File: src/rtl/pdw_pkg.sv
package pdw_pkg;
    typedef enum logic [1:0] {
        ST_IDLE  = 2'd0,
        ST_CMD   = 2'd1,
        ST_SLEEP = 2'd2,
        ST_WOKE  = 2'd3
    } pdw_state_e;
endpackage

File: src/rtl/pdw_sync.sv
module pdw_sync #(
    parameter int         W       = 1,
    parameter int         STAGES  = 2,
    parameter logic [W-1:0] RST_VAL = '0
) (
    input  logic         clk,
    input  logic         rst_n,
    input  logic [W-1:0] d_in,
    output logic [W-1:0] q_out
);
    logic [W-1:0] stage_q [STAGES];

    always_ff @(posedge clk or negedge rst_n) begin
        if (!rst_n) begin
            for (int k = 0; k < STAGES; k++) stage_q[k] <= RST_VAL;
        end else begin
            stage_q[0] <= d_in;
            for (int k = 1; k < STAGES; k++) stage_q[k] <= stage_q[k-1];
        end
    end

    assign q_out = stage_q[STAGES-1];
endmodule

File: src/rtl/pdw_edge.sv
module pdw_edge #(
    parameter int           W         = 1,
    parameter bit           RISE_ONLY = 1'b0,
    parameter logic [W-1:0] RST_VAL   = '0
) (
    input  logic         clk,
    input  logic         rst_n,
    input  logic [W-1:0] cur,
    output logic [W-1:0] evt
);
    logic [W-1:0] prev_q;

    always_ff @(posedge clk or negedge rst_n) begin
        if (!rst_n) prev_q <= RST_VAL;
        else        prev_q <= cur;
    end

    generate
        if (RISE_ONLY) begin : g_rise
            assign evt = cur & ~prev_q;
        end else begin : g_any
            assign evt = cur ^ prev_q;
        end
    endgenerate
endmodule

File: src/rtl/pdw_monitor.sv
module pdw_monitor #(
    parameter int NCH         = 8,
    parameter int SYNC_STAGES = 2,
    parameter int ENTRY_EDGE  = 8
) (
    input  logic           clk,
    input  logic           rst_n,
    input  logic           start_in,
    input  logic           sclk_in,
    input  logic [NCH-1:0] chan_in,
    input  logic [NCH-1:0] chan_analog,
    input  logic [NCH-1:0] wake_en,
    input  logic           pd_cmd,
    input  logic           pd_mode,
    input  logic           ref_int,
    input  logic           ref_ext,
    output logic           dio_out,
    output logic           dio_oe,
    output logic           powered_down,
    output logic           wake_seen,
    output logic           ref_warn
);
    import pdw_pkg::*;

    localparam int CNT_W = $clog2(ENTRY_EDGE + 1);
    localparam logic [CNT_W-1:0] CNT_LAST = CNT_W'(ENTRY_EDGE - 1);
    localparam logic [CNT_W-1:0] CNT_SAT  = CNT_W'(ENTRY_EDGE);

    typedef struct packed {
        pdw_state_e       state;
        logic [CNT_W-1:0] cnt;
        logic             mode;
        logic             warn;
    } mon_regs_t;

    mon_regs_t r_q, r_d;

    logic [NCH-1:0] chan_s, chan_tog;
    logic           start_s, sclk_s, sclk_rise;
    logic           wake_hit;

    pdw_sync #(.W(NCH), .STAGES(SYNC_STAGES), .RST_VAL('0)) i_sync_chan (
        .clk(clk), .rst_n(rst_n), .d_in(chan_in), .q_out(chan_s));

    pdw_sync #(.W(1), .STAGES(SYNC_STAGES), .RST_VAL(1'b1)) i_sync_start (
        .clk(clk), .rst_n(rst_n), .d_in(start_in), .q_out(start_s));

    pdw_sync #(.W(1), .STAGES(SYNC_STAGES), .RST_VAL(1'b0)) i_sync_sclk (
        .clk(clk), .rst_n(rst_n), .d_in(sclk_in), .q_out(sclk_s));

    pdw_edge #(.W(NCH), .RISE_ONLY(1'b0), .RST_VAL('0)) i_edge_chan (
        .clk(clk), .rst_n(rst_n), .cur(chan_s), .evt(chan_tog));

    pdw_edge #(.W(1), .RISE_ONLY(1'b1), .RST_VAL(1'b0)) i_edge_sclk (
        .clk(clk), .rst_n(rst_n), .cur(sclk_s), .evt(sclk_rise));

    assign wake_hit = |(chan_tog & ~chan_analog & wake_en);

    always_comb begin
        r_d = r_q;
        unique case (r_q.state)
            ST_IDLE: begin
                if (!start_s) begin
                    r_d.state = ST_CMD;
                    r_d.cnt   = '0;
                end
            end
            ST_CMD: begin
                if (start_s) begin
                    r_d.state = ST_IDLE;
                end else if (sclk_rise && r_q.cnt != CNT_SAT) begin
                    r_d.cnt = r_q.cnt + 1'b1;
                    if (r_q.cnt == CNT_LAST && pd_cmd) begin
                        r_d.state = ST_SLEEP;
                        r_d.mode  = pd_mode;
                        r_d.warn  = ref_int | ref_ext;
                    end
                end
            end
            ST_SLEEP: begin
                if (start_s) begin
                    r_d.state = ST_IDLE;
                    r_d.warn  = 1'b0;
                end else if (wake_hit) begin
                    r_d.state = ST_WOKE;
                end
            end
            ST_WOKE: begin
                if (start_s) begin
                    r_d.state = ST_IDLE;
                    r_d.warn  = 1'b0;
                end
            end
            default: r_d.state = ST_IDLE;
        endcase
    end

    always_ff @(posedge clk or negedge rst_n) begin
        if (!rst_n) begin
            r_q.state <= ST_IDLE;
            r_q.cnt   <= '0;
            r_q.mode  <= 1'b0;
            r_q.warn  <= 1'b0;
        end else begin
            r_q <= r_d;
        end
    end

    assign powered_down = (r_q.state == ST_SLEEP) || (r_q.state == ST_WOKE);
    assign wake_seen    = (r_q.state == ST_WOKE);
    assign dio_oe       = powered_down;
    assign dio_out      = powered_down & (r_q.mode ^ wake_seen);
    assign ref_warn     = r_q.warn;
endmodule

File: config.mk
export PLATFORM = sky130hd
export DESIGN_NAME = pdw_monitor
export DESIGN_NICKNAME = d
export VERILOG_FILES = /design/src/rtl/pdw_pkg.sv /design/src/rtl/pdw_sync.sv /design/src/rtl/pdw_edge.sv /design/src/rtl/pdw_monitor.sv
export SDC_FILE = /design/constraint.sdc
export NUM_CORES = 1
export LEC_CHECK = 0
export BUFFER_PORTS_ARGS = -buffer_cell sky130_fd_sc_hd__buf_2
export CAP_MARGIN = 20
export CORE_MARGIN = 4
export CORE_UTILIZATION = 54
export CTS_CLUSTER_DIAMETER = 80
export DETAILED_ROUTE_END_ITERATION = 8
export GPL_TIMING_DRIVEN = 0
export PLACE_DENSITY = 0.88
export SLEW_MARGIN = 20
export SYNTH_ARGS = -nofsm -noshare
export SYNTH_HDL_FRONTEND = slang
export SYNTH_SLANG_ARGS = --single-unit
File: constraint.sdc
create_clock -name clk -period 4.7 [get_ports clk]
set_input_delay 0.94 -clock clk [delete_from_list [all_inputs] [get_ports clk]]
set_output_delay 0.94 -clock clk [all_outputs]
set_load 0.005 [all_outputs]
==> results of run 1 <==
## state kept, by name (all words and copies together) (netlist names)
name,flops
r_q,7
i_edge_sclk.prev_q,1
i_sync_sclk.stage_q,1
i_sync_chan.stage_q,8
i_sync_sclk.q_out,1
i_sync_start.q_out,1
ref_warn,1
i_sync_chan.q_out,8
i_edge_chan.prev_q,8
i_sync_start.stage_q,1
## Yosys cell counts, drive strengths merged
library cell	count	area [µm²]
a21boi	2	15.0
a21o	1	7.51
a21oi	2	10.0
a22o	2	17.5
a311oi	1	8.76
and2	1	6.26
and3b	1	8.76
buf	3	17.5
clkbuf	1	3.75
dfrtp	35	876
dfstp	2	52.6
ha	2	25.0
inv	3	11.3
mux2	2	22.5
nand2	5	18.8
nand3	3	15.0
nand3b	1	7.51
nand4	1	6.26
nand4b	1	8.76
nor2	6	22.5
nor2b	1	6.26
nor3	1	5.00
nor3b	8	60.1
nor4	2	12.5
o21ai	2	10.0
o22ai	1	6.26
o31a	1	8.76
or2	1	6.26
or3	1	11.3
xnor2	9	78.8
## critical path, delay by kind of cell, from the launching register on
kind	cells	cell delay, ns
simple gates	1	0.05
flops	1	0.38
buf+inv	2	0.30
xor+xnor	1	0.16
## stage by stage
stage               instance area [µm²]  setup slack [ns]  power, W  hold WS, ns
floorplan                          1370              2.84  0.000373        0.331
CTS                                1640              2.51  0.000565        0.361
detailed placement                 1580              2.70  0.000400        0.336
global route                       1640              2.42  0.000587        0.375
finish                             1640              2.53  0.000558        0.357
global placement                   1580              2.73  0.000395        0.333
## routing by layer
metal  vias up  share of wire [%]  track usage, %
li1        435                  -               -
met1       425                 39            20.4
met2        39                 49            26.5
met3         6                9.5            8.77
met4         0                1.6            7.28
met5         -                  0               0
## area by class of cell
| class | instances | area [µm²] | area share [%] |
|---|---|---|---|
| Sequential cell | 37 | 928 | 56.6 |
| Multi-Input combinational cell | 58 | 405 | 24.7 |
| Timing Repair Buffer | 36 | 180 | 11.0 |
| Clock buffer | 5 | 37.5 | 2.29 |
| Tap cell | 28 | 35.0 | 2.13 |
| Clock inverter | 3 | 22.5 | 1.37 |
| Buffer | 4 | 21.3 | 1.30 |
| Inverter | 3 | 11.3 | 0.686 |
## cell families (layout without fill, tap and decap cells)
logic type,after synthesis,count (layout),share of synthesized area [%]
AO/OA/AOI/OAI,12,12,6.14
multiplexers,2,2,1.65
buffers and inverters,7,51,2.38
adder cells (fa/ha/maj),2,2,1.83
flip-flops,37,37,67.9
XOR/XNOR,9,9,5.77
AND/OR/NAND/NOR,33,33,14.3
## placed cells by master, fill, tap and decap left out, types with 3 or more instances in the layout
| cell | netlist | routed |
|---|---|---|
| nor2_1 | 6 | 6 |
| clkbuf_4 | 0 | 5 |
| dfrtp_1 | 35 | 35 |
| nand3_1 | 3 | 3 |
| nand2_1 | 5 | 5 |
| xnor2_1 | 9 | 9 |
| nor3b_1 | 8 | 8 |
| inv_1 | 3 | 3 |
| clkinvlp_4 | 0 | 3 |
| buf_2 | 2 | 38 |
## power breakdown
part / internal, W / total, W / switching [W] / leakage [nW]
clock network: 0.0000578 / 0.000164 / 0.000107 / 0.0234
logic: 0.0000244 / 0.0000469 / 0.0000225 / 0.309
registers: 0.000336 / 0.000347 / 0.0000111 / 0.443
## worst min-delay path by stage
stage | start | endpoint | slack, ns | cells past startpoint
final | i_sync_sclk.stage_q[1]$_DFF_PN0_ | i_sync_sclk.q_out$_DFF_PN0_ | 0.36 | 0
after global routing | i_sync_sclk.stage_q[1]$_DFF_PN0_ | i_sync_sclk.q_out$_DFF_PN0_ | 0.37 | 0
after CTS | i_sync_sclk.stage_q[1]$_DFF_PN0_ | i_sync_sclk.q_out$_DFF_PN0_ | 0.36 | 0
after detailed placement | i_sync_sclk.stage_q[1]$_DFF_PN0_ | i_sync_sclk.q_out$_DFF_PN0_ | 0.34 | 0
after global placement | i_sync_chan.stage_q[13]$_DFF_PN0_ | i_sync_chan.q_out[5]$_DFF_PN0_ | 0.33 | 0
after floorplan | i_sync_chan.stage_q[8]$_DFF_PN0_ | i_sync_chan.q_out[0]$_DFF_PN0_ | 0.33 | 0
==> impl_metrics.ini, run 1 <==
[finish]
final_nets = 179
fillers = 166
diodes = 0
area_growth_pct = 20.1
fin_util_pct = 70.8
final_cells = 174
drive_gt1_share_pct = 34.2

[cts]
cts_max_level = 2
clock-root-buffer = clkbuf_4
cts.clk_slew.worst_paths_ns = 0.12
clockBufferDepth = 2
clock_sink_count = 37
ctsHoldBuffers = 0
cts_inserted_buffers = 5
clkLatencyLatePin_ns = 0.34
cts_resized = 0
postCtsSetupBuffers = 0
cts_tree = yes

[global_routing]
grt_pass1_vias = 982
grt_max_degree = 38
antenna_found_initial = 0
overflow = 0
grt_usage_pct = 17.2
grt_pass1_wl_um = 4260

[floorplanning]
ios = 37
row_count = 17
fp.dieW_um = 58.3
die-area_um2 = 3400
core-area_um2 = 2320
start_util_pct = 58.9
die_y_um = 58.3

[route]
viasPerCell = 5.20
firstDrtPassIters = 4
wirelength_um = 2430
vias = 905
drt-initial-drc-count = 21
antenna_left = 0
wl_per_cell_um = 14.0
drc_errors = 0

[logic_synthesis]
syn_area_um2 = 1370
avgSynthCellArea_um2 = 13.4
synth_cell_type_count = 32
synth-seq-cells = 37
synth_fp_nets = 136
syn_inst = 102
yosysWarnings = 0
ys_seq_area_share_pct = 67.9

[sta]
slew_headroom_pct = 48.3
period_minus_slack_ns = 2.17
slew_violations = 0
rsz0062_at_grt = no
hold_viol_final = 0
skew_ns = 0.00995
fin_setup_tns_ns = 0
setup_viol = 0
period_share_pct = 46.1
tightest_slew_ns = 0.776
timing.fmax_mhz = 462

[min_path]
hp-class = reg2reg

[job]
max-cap-violations = 0

[setup_path]
cp_slowest_cell = dfrtp_1
critical_path_arrival_ns = 1.23
r2r_slack_ns = 2.97
critical_path_class = reg2out
cp-end-kind = output pin
startpoint_type = flip-flop
r2r-end = r_q[1]$_DFFE_PN0P_
slowest_delay_ns = 0.38
path_cells = buf_2 > xnor2_1 > nor2_1 > buf_2
crit_required_ns = 3.76
crit_fanout = 10
crit_top_cell = buf_2
r2r-start = r_q[2]$_DFFE_PN0P_
ff2ff_path_depth = 5
endpoint = dio_out
startpoint = r_q[6]$_DFFE_PN0P_

[pwr]
leakage_nw = 0.775
p_per_area_nw_per_um2 = 340
peakVddDrop_mv = 0.336

[place]
io_buffers = 36
dp_hpwl_um = 1830
gp_congestion = 0.771
placed_cells = 166

[run_status]
status = complete, no violations
Note: power is estimated with default switching activity, not from simulation.
==> run 2, diff against run 1 <==
Settings changed: CORE_UTILIZATION 54 to 45, PLACE_DENSITY 0.88 to 0.79.
Clock period 4.7 ns to 1.9 ns, I/O delays scaled along.
==> run 2 against run 1 <==
Worst setup slack lost 2.4 ns. Hold slack lost 0.25 ns. Clock skew grew 0.0011 ns. Flip-flop and latch count is the same. Register-to-register slack lost 2.8 ns. Critical path type is now reg2reg. Critical endpoint is now r_q[1]$_DFFE_PN0P_.
==> impl_metrics.ini, run 2 (same netlist as run 1, synthesis figures left out) <==
[global_routing]
antenna_found_initial = 0
grt_pass1_wl_um = 3860
grt_usage_pct = 12.8
grt_max_degree = 38
grt_pass1_vias = 912
overflow = 0

[place]
gp_congestion = 0.758
io_buffers = 36
placedInstanceArea_um2 = 1590
dp_hpwl_um = 1730

[setup_path]
crit_required_ns = 2.13
cp_slowest_cell = dfrtp_1
slowest_delay_ns = 0.45
startpoint_type = flip-flop
crit_fanout = 5
crit_buf_inv = 0
critical_path_class = reg2reg
critical_path_arrival_ns = 1.97
crit_family = simple AND/OR/NAND/NOR gates
path_cells = ha_1 > nand4b_1 > or3_4 > nor2_1 > mux2_1
cp-end-kind = flip-flop

[finish]
fillers = 222
final_nets = 179
layout_commonest_cell = buf_2
diodes = 0
final_cell_area_um2 = 1670
drive_gt1_share_pct = 34.2
area_growth_pct = 22.5
fin_util_pct = 59.2
final_cell_mix = 38 x buf_2, 35 x dfrtp_1, 9 x xnor2_1, 8 x nor3b_1, 6 x nor2_1

[route]
wl_met3_um = 157
route.met2.wl_um = 1220
wl_per_cell_um = 12.9
drc_errors = 0
wl_met1_um = 882
top_layer_used = met4
antenna_left = 0
drt-initial-drc-count = 8
firstDrtPassIters = 4
wirelength_um = 2280
vias = 882
viasPerCell = 4.98

[cts]
clkLatencyLatePin_ns = 0.34
clock-root-buffer = clkbuf_4
ctsHoldBuffers = 0
cts_max_level = 2
cts_inserted_buffers = 5
clock_sink_count = 37
cts_resized = 0
cts.clk_slew.worst_paths_ns = 0.12
cts_tree = yes
postCtsSetupBuffers = 0
clockBufferDepth = 2

[sta]
setup_viol = 0
slew_headroom_pct = 48.9
hold_viol_final = 0
period_minus_slack_ns = 1.74
tightest_slew_ns = 0.767
fin_setup_tns_ns = 0
skew_ns = 0.0111
slew_violations = 0
period_share_pct = 91.5
timing.fmax_mhz = 575
rsz0062_at_grt = no

[pwr]
p_sw_w = 0.000330
p_int_w = 0.00120
peakVddDrop_mv = 0.750
total_power_w = 0.00153
pwr-share-seq_pct = 55.9
netSwitchingFraction_pct = 21.5
p_per_area_nw_per_um2 = 916
leakage_nw = 0.796
clkPwrFrac_pct = 36.8
pwr-share-comb_pct = 7.3

[floorplanning]
ios = 37
fp.dieW_um = 63.1
core-area_um2 = 2830
die_y_um = 63.1
row_count = 19
die-area_um2 = 3980
start_util_pct = 48.3

[min_path]
hp-class = in2async

[run_status]
status = complete, no violations

[job]
max-cap-violations = 0
[run 2: cell types whose count changed in the layout (fill, tap and decap cells not counted)]
cell / change
clkbuf_8: +1
clkinvlp_4: -2
bufinv_16: +1
[run 2: per-stage QoR]
step                      setup slack, ns  hold slack (ns)  cells
after floorplan                     0.323           0.0844    102
after global placement              0.240            0.332    169
after detailed placement            0.172            0.335    169
after CTS                           0.151            0.111    177
after global routing               0.0795            0.105    177
final                               0.162            0.109    177
[run 2: final cells by class]
cell class / instances / area, µm² / area share [%]
inverter: 3 / 11.3 / 0.673
clock buffer: 6 / 51.3 / 3.06
clock inverter: 2 / 37.5 / 2.24
multi-input combinational: 58 / 405 / 24.2
tap: 31 / 38.8 / 2.32
sequential: 37 / 928 / 55.5
buffer: 4 / 21.3 / 1.27
timing repair buffer: 36 / 180 / 10.8
[run 2: worst paths after layout]
kind	start	to	slack, ns	cells after the start
setup / recovery	r_q[2]$_DFFE_PN0P_	r_q[1]$_DFFE_PN0P_	0.16	5
hold / removal	rst_n	i_edge_sclk.prev_q$_DFF_PN0_	0.11	1
setup reg to reg	r_q[2]$_DFFE_PN0P_	r_q[1]$_DFFE_PN0P_	0.16	5
hold reg to reg	i_sync_start.stage_q[1]$_DFF_PN1_	i_sync_start.q_out$_DFF_PN1_	0.35	0
max in group asynchronous	rst_n	i_sync_chan.q_out[3]$_DFF_PN0_	1.30	1
min in group clk	start_in	i_sync_start.stage_q[1]$_DFF_PN1_	0.14	1
[run 2: worst reg2reg max path: cells and delay by family (launching register included)]
| family | cells | cell delay, ns |
|---|---|---|
| mux | 1 | 0.33 |
| flops | 1 | 0.45 |
| simple gates | 3 | 0.68 |
| fa+ha+maj | 1 | 0.19 |
[run 2: power by group through the flow]
stage | logic, W | clock network (W) | registers (W)
floorplan | 0.0000567 | 0 | 0.000867
global route | 0.000129 | 0.000617 | 0.000863
detailed placement | 0.000114 | 0 | 0.000874
CTS | 0.000115 | 0.000585 | 0.000858
global placement | 0.000110 | 0 | 0.000870
finish | 0.000113 | 0.000564 | 0.000857
[run 2: routing by layer]
metal | GRT usage, % | vias up
met1 | 13.6 | 422
met5 | 0 | -
met2 | 21.6 | 27
met3 | 5.68 | 2
li1 | - | 431
met4 | 6.34 | 0
==> run 3, diff against run 2 <==
Settings changed: ABC_AREA from default to 1, CORE_UTILIZATION 45 to 47, PLACE_DENSITY 0.79 to 0.8.
==> run 3 against run 2 <==
Flip-flop and latch count unchanged. Cell count up 42%. Global-route usage increased by 0.22 points. Core utilization decreased by 0.40 points. Total power increased by 9.3%. Register-to-register slack improved by 0.25 ns.
==> impl_metrics.ini, run 3 <==
[sta]
slew_headroom_pct = 49.4
slew_violations = 0
skew_ns = 0.00446
setup_viol = 0
period_share_pct = 85.7
tightest_slew_ns = 0.758
hold_viol_final = 0
fin_setup_tns_ns = 0
timing.fmax_mhz = 614
period_minus_slack_ns = 1.63
rsz0062_at_grt = no

[global_routing]
use_met2_pct = 20.6
grtUsageMet1_pct = 15.8
grt_max_degree = 38
antenna_found_initial = 0
grt_pass1_vias = 1020
busiest_layer = met2
grtUsageMet3_pct = 5.20
grt_usage_pct = 13.0
grt_pass1_wl_um = 4120
overflow = 0

[job]
max-cap-violations = 0

[min_path]
hp-class = in2async

[finish]
final_cell_area_um2 = 1810
diodes = 0
area_growth_pct = 18.9
final_cell_mix = 36 x buf_2, 35 x nand2_1, 35 x dfrtp_1, 31 x inv_1
final_nets = 240
fillers = 279
drive_gt1_share_pct = 26.1
layout_commonest_cell = buf_2

[route]
drc_errors = 0
viasPerCell = 4.34
drt-initial-drc-count = 23
antenna_left = 0
vias = 1090
wirelength_um = 2300
wl_per_cell_um = 9.16
firstDrtPassIters = 4

[pwr]
leakage_nw = 0.988
p_per_area_nw_per_um2 = 927
pwr-share-seq_pct = 53.5
peakVddDrop_mv = 0.671
pwr-share-comb_pct = 24.2
netSwitchingFraction_pct = 30.9
p_int_w = 0.00116
p_sw_w = 0.000517
clkPwrFrac_pct = 22.3

[floorplanning]
start_util_pct = 49.4
ios = 37
die_y_um = 64.9
core-area_um2 = 3080
fp.dieW_um = 64.9
die-area_um2 = 4210
row_count = 20

[cts]
cts_resized = 0
ctsHoldBuffers = 0
postCtsSetupBuffers = 0
cts.clk_slew.worst_paths_ns = 0.10
clkLatencyLatePin_ns = 0.33
clock_sink_count = 37
clockBufferDepth = 2
cts_max_level = 2
clock-root-buffer = clkbuf_4
cts_tree = yes
cts_inserted_buffers = 5

[logic_synthesis]
synth_top_area_cell = dfrtp_1
yosysTopAreaCellShare_pct = 57.6
async_flop_share_pct = 100
avgSynthCellArea_um2 = 9.33
synth.area.top_cells = dfrtp_1 58%, nand2_1 8.6%, inv_1 7.6%
synth_edf_count = 0
synth_common_cells = 35 x dfrtp_1, 35 x nand2_1, 31 x inv_1
ys_seq_area_share_pct = 61.0
syn_area_um2 = 1520
yosysWarnings = 0
synth_cell_type_count = 23
syn_inst = 163
synth-seq-cells = 37
synth_fp_nets = 197
ys.flop_type = dfrtp_1

[setup_path]
critical_path_class = reg2out
critical_path_arrival_ns = 1.25
crit_required_ns = 1.52
crit_fanout = 6
cp-end-kind = output pin
startpoint_type = flip-flop

[place]
placedInstanceArea_um2 = 1760
dp_hpwl_um = 1790
gp_congestion = 0.774
io_buffers = 36

[run_status]
status = complete, no violations
[run 3: changes by cell type after synthesis, sizes merged, moves of 8 or more]
| cell | before | now |
|---|---|---|
| nor3b | 8 | 0 |
| nor2 | 6 | 15 |
| nand3 | 3 | 16 |
| nand2 | 5 | 36 |
| xnor2 | 9 | 0 |
| inv | 3 | 34 |
[run 3: area by class of cell]
class / count / area (µm²) / area share (%)
Timing Repair Buffer: 36 / 180 / 9.96
Tap cell: 44 / 55.1 / 3.04
Clock buffer: 7 / 45.0 / 2.49
Sequential cell: 37 / 928 / 51.3
Multi-Input combinational cell: 88 / 443 / 24.5
Inverter: 35 / 131 / 7.26
Buffer: 3 / 18.8 / 1.04
Clock inverter: 1 / 7.51 / 0.415
[run 3: per-stage QoR]
stage	instances	hold WS (ns)	util (%)	setup WS [ns]	power [W]
3_3_place_gp	243	0.331	57.1	0.448	0.00131
4_1_cts	251	0.131	58.8	0.271	0.00170
5_1_grt	251	0.0986	58.8	0.159	0.00182
6_report	251	0.109	58.8	0.271	0.00168
2_1_floorplan	163	0.0844	-	0.583	0.00120
3_5_place_dp	243	0.337	57.1	0.420	0.00132
[run 3: power by group through the flow]
stage | Sequential, W | Combinational, W | Clock (W)
2_1_floorplan | 0.000903 | 0.000298 | 0
3_3_place_gp | 0.000911 | 0.000403 | 0
3_5_place_dp | 0.000912 | 0.000411 | 0
4_1_cts | 0.000896 | 0.000414 | 0.000390
5_1_grt | 0.000907 | 0.000466 | 0.000446
6_report | 0.000896 | 0.000406 | 0.000374
[run 3: layer usage]
metal | up-vias | part of all wire [%]
li1 | 583 | -
met1 | 476 | 45
met2 | 27 | 47
met3 | 4 | 6.2
met4 | 0 | 1.3
met5 | - | 0
[run 3: cells by family (layout without fill, tap and decap cells)]
family	Yosys count	count (layout)	share of synthesized area (%)
XOR/XNOR	1	1	0.576
buffers and inverters	38	82	9.87
AND/OR/NAND/NOR	70	70	21.5
flip-flops	37	37	61.0
adder cells (fa/ha/maj)	2	2	1.64
AO/OA/AOI/OAI	15	15	5.35
[run 3: path summary, 6_finish.rpt]
check / startpoint / end / slack [ns] / cells after the start
worst min register to register: i_sync_chan.stage_q[13]$_DFF_PN0_ / i_sync_chan.q_out[5]$_DFF_PN0_ / 0.36 / 0
min in group clk: start_in / i_sync_start.stage_q[1]$_DFF_PN1_ / 0.14 / 1
max in group asynchronous: rst_n / r_q[4]$_DFFE_PN0P_ / 1.31 / 1
worst min-delay path: rst_n / ref_warn$_DFFE_PN0P_ / 0.11 / 1
worst max-delay path: r_q[6]$_DFFE_PN0P_ / dio_out / 0.27 / 4
worst max register to register: r_q[2]$_DFFE_PN0P_ / r_q[4]$_DFFE_PN0P_ / 0.41 / 9
[run 3: worst max-delay path, cell delays in order, from the launching register on]
cell	delay [ns]
dfrtp_1	0.45
inv_2	0.14
o21ai_0	0.09
a21oi_1	0.11
buf_2	0.13
